==> src/rtl/bootSelPkg.sv <==
package bootSelPkg;
  localparam int unsigned GRP_CNT = 2;
  localparam int unsigned CAP_W   = 2;
  localparam int unsigned CFG_W   = GRP_CNT * CAP_W;

  typedef struct packed {
    logic             swapGroups;
    logic [CFG_W-1:0] capVec;
  } selCtrlT;
endpackage

==> src/rtl/bootSelCtrl.sv <==
module bootSelCtrl
  import bootSelPkg::*;
(
  input  logic             clk,
  input  logic             rstN,
  input  logic             modDetectN,
  input  logic             cfgWe,
  input  logic [CFG_W-1:0] cfgData,
  output selCtrlT          ctrl
);
  logic             swapQ;
  logic [CFG_W-1:0] capQ;

  // swap flag tracks the detect line only while reset is held
  always_ff @(posedge clk) begin
    if (!rstN) begin
      swapQ <= ~modDetectN;
      capQ  <= '1;
    end else if (cfgWe) begin
      capQ  <= cfgData;
    end
  end

  always_comb begin
    ctrl.swapGroups = swapQ;
    ctrl.capVec     = capQ;
  end
endmodule

==> src/rtl/bootSelSubDecode.sv <==
module bootSelSubDecode #(
  parameter int unsigned SUBS  = 4,
  parameter int unsigned ADR_W = 3,
  parameter int unsigned CAP_W = 2
) (
  input  logic             hit,
  input  logic [ADR_W-1:0] adrHi,
  input  logic [CAP_W-1:0] cap,
  output logic [SUBS-1:0]  selN
);
  logic [ADR_W-1:0] idx;
  assign idx = adrHi >> cap;

  for (genvar s = 0; s < SUBS; s++) begin : g_sub
    assign selN[s] = ~(hit && (idx == ADR_W'(s)));
  end
endmodule

==> src/rtl/bootSelDatapath.sv <==
module bootSelDatapath
  import bootSelPkg::*;
#(
  parameter int unsigned SUBS  = 4,
  parameter int unsigned ADR_W = 3,
  localparam int unsigned OUT_W = GRP_CNT * SUBS
) (
  input  logic [GRP_CNT-1:0] csN,
  input  logic [ADR_W-1:0]   adrHi,
  input  selCtrlT            ctrl,
  output logic [OUT_W-1:0]   memSelN
);
  logic [GRP_CNT-1:0] req;
  logic [GRP_CNT-1:0] grant;
  logic [GRP_CNT-1:0] groupHit;

  // lowest-index active select wins
  assign req   = ~csN;
  assign grant = req & (~req + GRP_CNT'(1));

  for (genvar g = 0; g < GRP_CNT; g++) begin : g_grp
    localparam int unsigned SRC = (g < 2) ? (g ^ 1) : g;
    assign groupHit[g] = ctrl.swapGroups ? grant[SRC] : grant[g];

    bootSelSubDecode #(
      .SUBS (SUBS),
      .ADR_W(ADR_W),
      .CAP_W(CAP_W)
    ) u_sub (
      .hit  (groupHit[g]),
      .adrHi(adrHi),
      .cap  (ctrl.capVec[g*CAP_W +: CAP_W]),
      .selN (memSelN[g*SUBS +: SUBS])
    );
  end
endmodule

==> src/rtl/bootSelDecoder.sv <==
module bootSelDecoder
  import bootSelPkg::*;
#(
  parameter int unsigned SUBS  = 4,
  parameter int unsigned ADR_W = 3,
  localparam int unsigned OUT_W = GRP_CNT * SUBS
) (
  input  logic               clk,
  input  logic               rstN,
  input  logic [GRP_CNT-1:0] csN,
  input  logic [ADR_W-1:0]   adrHi,
  input  logic               modDetectN,
  input  logic               pwrEn,
  input  logic               battFault,
  input  logic               cfgWe,
  input  logic [CFG_W-1:0]   cfgData,
  output logic [OUT_W-1:0]   memSelN
);
  selCtrlT ctrlBus;
  logic    unusedSideband;

  // power status lines are accepted but deliberately not decoded
  assign unusedSideband = pwrEn ^ battFault;

  bootSelCtrl u_ctrl (
    .clk       (clk),
    .rstN      (rstN),
    .modDetectN(modDetectN),
    .cfgWe     (cfgWe),
    .cfgData   (cfgData),
    .ctrl      (ctrlBus)
  );

  bootSelDatapath #(
    .SUBS (SUBS),
    .ADR_W(ADR_W)
  ) u_dp (
    .csN    (csN),
    .adrHi  (adrHi),
    .ctrl   (ctrlBus),
    .memSelN(memSelN)
  );
endmodule

==> config.mk <==
export PLATFORM = sky130hd
export DESIGN_NAME = bootSelDecoder
export DESIGN_NICKNAME = d
export VERILOG_FILES = /design/src/rtl/bootSelPkg.sv /design/src/rtl/bootSelCtrl.sv /design/src/rtl/bootSelSubDecode.sv /design/src/rtl/bootSelDatapath.sv /design/src/rtl/bootSelDecoder.sv
export SDC_FILE = /design/constraint.sdc
export NUM_CORES = 1
export LEC_CHECK = 0
export BUFFER_PORTS_ARGS = -buffer_cell sky130_fd_sc_hd__buf_4
export CAP_MARGIN = 20
export CELL_PAD_IN_SITES_DETAIL_PLACEMENT = 0
export CELL_PAD_IN_SITES_GLOBAL_PLACEMENT = 1
export CORE_MARGIN = 2
export CORE_UTILIZATION = 29
export DETAILED_ROUTE_END_ITERATION = 16
export PLACE_DENSITY = 0.82
export SYNTH_ARGS = -nofsm -noshare
export SYNTH_HDL_FRONTEND = slang
export SYNTH_SLANG_ARGS = --single-unit
==> constraint.sdc <==
create_clock -name clk -period 3.3 [get_ports clk]
set_input_delay 0.33 -clock clk [delete_from_list [all_inputs] [get_ports clk]]
set_output_delay 0.33 -clock clk [all_outputs]
set_load 0.03 [all_outputs]
==> impl_metrics.yaml <==
yosys:
  synth_top_family_by_area: "simple AND/OR/NAND/NOR gates"
  yosys.area_share.adder_pct: 0
  synth_cells: 52
  synth_mux_area_share_pct: 8.04
  yosysTopAreaCell: "dfxtp_1"
  synth_top_area_share_pct: 20.6
  synth-xor-area-share_pct: 0
  syn-num-nets: 67
  yosysSeqAreaShare_pct: 28.3
  yosysWarnings: 0
  syn_area_per_cell_sq_um: 7.48
  synth_compound_area_share_pct: 26.7
  ys_seq_elements: 5
  yosys.area_share.simple_pct: 28.0
  yosys-top-cells-area: "dfxtp_1 21%, nand2_1 8.7%, edfxtp_1 7.7%"
  synth_cell_types: 24
  syn_area_sq_um: 389
sta:
  rsz0062_at_grt: "no"
  fmaxAchievable_mhz: 558
  finalWorstSetupSlack_ps: 1510
  clock-skew-final_ps: 0
  whs_ps: 287
  finalMaxSlewViolations: 0
  final.min_clock_period_ps: 1790
  setup_tns_ps: 0
  fin_crit_sh_pct: 54.3
  max_slew_margin_pct: 70.3
  final_hold_viol_count: 0
  worstMarginPinSlew_ps: 441
  finalSetupViolCount: 0
placement:
  io_buffer_count: 20
  pre_cts_slack_ps: 1670
  globalplace.congestion: 0.646
  dp_hpwl_um: 743
  placed_cells: 84
final_layout:
  drive_gt1_share_pct: 34.2
  fin_cells: 88
  synthToLayoutAreaGrowth_pct: 45.0
  regArea_sq_um: 110
  n_antenna_cell: 0
  n_fill_cell: 136
  final_common_cell: "buf_4"
  multiInputGateArea_sq_um: 244
  fin_nets: 89
  final_cell_mix: "20 x buf_4, 9 x nand2_1, 4 x inv_1, 4 x o21ai_0, 4 x dfxtp_1"
grt:
  grt_pass1_vias: 350
  overflow: 0
  grt_pass1_wl_um: 1350
  antenna_found_initial: 0
  grt_max_degree: 11
  grtUsageTotal_pct: 12.6
routing:
  drcViolationCount: 0
  postRouteWirelength_um: 921
  drt_iter0_markers: 13
  wire_per_inst_um: 10.5
  ant_nets: 0
  vias: 461
  via_per_inst: 5.24
  first_pass_iters: 4
clocking:
  cts_root_buf: "clkbuf_4"
  h-tree-depth: 1
  post_cts_buffers: 0
  clk_latency_ps: 240
  clock_sinks: 5
  path_clk_slew_ps: 40
  ctsResizeCount: 0
  ctsHoldBuffers: 0
  clockBufferDepth: 2
  cts_buffers: 3
  cts_tree: "yes"
power_and_ir_drop:
  power_leakage_nw: 0.250
  p_per_area_nw_per_um2: 347
  ir_worst_vdd_mv: 0.159
critical_path:
  startpoint: "u_ctrl.capQ[2]"
  cp.required_ps: 2970
  crit_path_end_kind: "primary output"
  r2r-start: "u_ctrl.capQ[3]"
  path_max_fanout: 8
  cp.arrival_ps: 1460
  cp-start-kind: "flop"
  path_class: "reg2out"
floorplanning:
  initial_core_util_pct: 30.7
  die_area_sq_um: 1650
  chipHeight_um: 40.6
  die_x_um: 40.6
  num_io_pins: 23
  core_sq_um: 1270
  fp-row-count: 13
hold_path:
  hp-class: "in2reg"
  hold_start: "rstN"
status:
  status: "finished clean"
run:
  drv_cap: 0
-- logic make-up (layout without fill, tap and decap cells) --
group | after synthesis | after routing
AO/OA/AOI/OAI | 15 | 15
buffers and inverters | 7 | 28
flip-flops | 5 | 5
multiplexers | 3 | 3
AND/OR/NAND/NOR | 22 | 22
-- worst max-delay path, stage by stage (launching register included) --
cell and delay [ps]:
dfxtp_1 360, or3b_1 400, a211oi_2 220, o21ai_1 70
buf_4 160
-- flip-flops by register name, summed over array words and instances, names as in the netlist --
signal / cells
u_ctrl.swapQ: 1
u_ctrl.capQ: 4
-- final timing paths --
path,to,slack (ps),depth (start not counted)
min reg2reg,u_ctrl.capQ[1],600,2
max reg2reg,u_ctrl.capQ[3],2570,2
min,u_ctrl.capQ[2],290,2
max,memSelN[5],1510,4
-- Yosys cell counts --
library cell and instances:
nand2_1 9, dfxtp_1 4, inv_1 4, o21ai_0 4, nand2b_1 3, nor2_1 3, a21oi_1 2, mux2i_1 2
nand3_1 2, nand4_1 2, o211ai_1 2, o221ai_1 2, o32ai_1 2, a211oi_2 1, buf_2 1, buf_6 1
clkbuf_1 1, edfxtp_1 1, mux2_2 1, nand3b_1 1, nor4_1 1, o21ai_1 1, o22ai_1 1, or3b_1 1
-- per-stage QoR --
step | util, % | total power [mW] | area (sq um)
floorplan | - | 0.106 | 389
global placement | 42.4 | 0.128 | 538
detailed placement | 42.4 | 0.128 | 538
CTS | 44.5 | 0.200 | 564
global route | 44.5 | 0.209 | 564
finish | 44.5 | 0.196 | 564
-- where the power goes --
part           leakage [nW]  internal [mW]  switching [mW]
Combinational         0.192         0.0252          0.0290
Clock                0.0150         0.0456          0.0234
Sequential           0.0431         0.0670         0.00555
Total                 0.250          0.138          0.0579
-- layer usage --
metal / part of all wire (%) / wire length, um / GRT usage, %
met5: 0 / 0 / 0
met4: 0 / 0 / 7.50
met3: 7.4 / 68 / 1.63
met2: 50 / 464 / 21.8
met1: 42 / 388 / 14.7
-- final cells by class --
cell class / count / area share [%]
Sequential cell: 5 / 19.5
Timing Repair Buffer: 20 / 26.6
Multi-Input combinational cell: 40 / 43.2
Tap cell: 15 / 3.33
Clock buffer: 4 / 4.66
Inverter: 4 / 2.66
(Power assumes the default switching activity.)
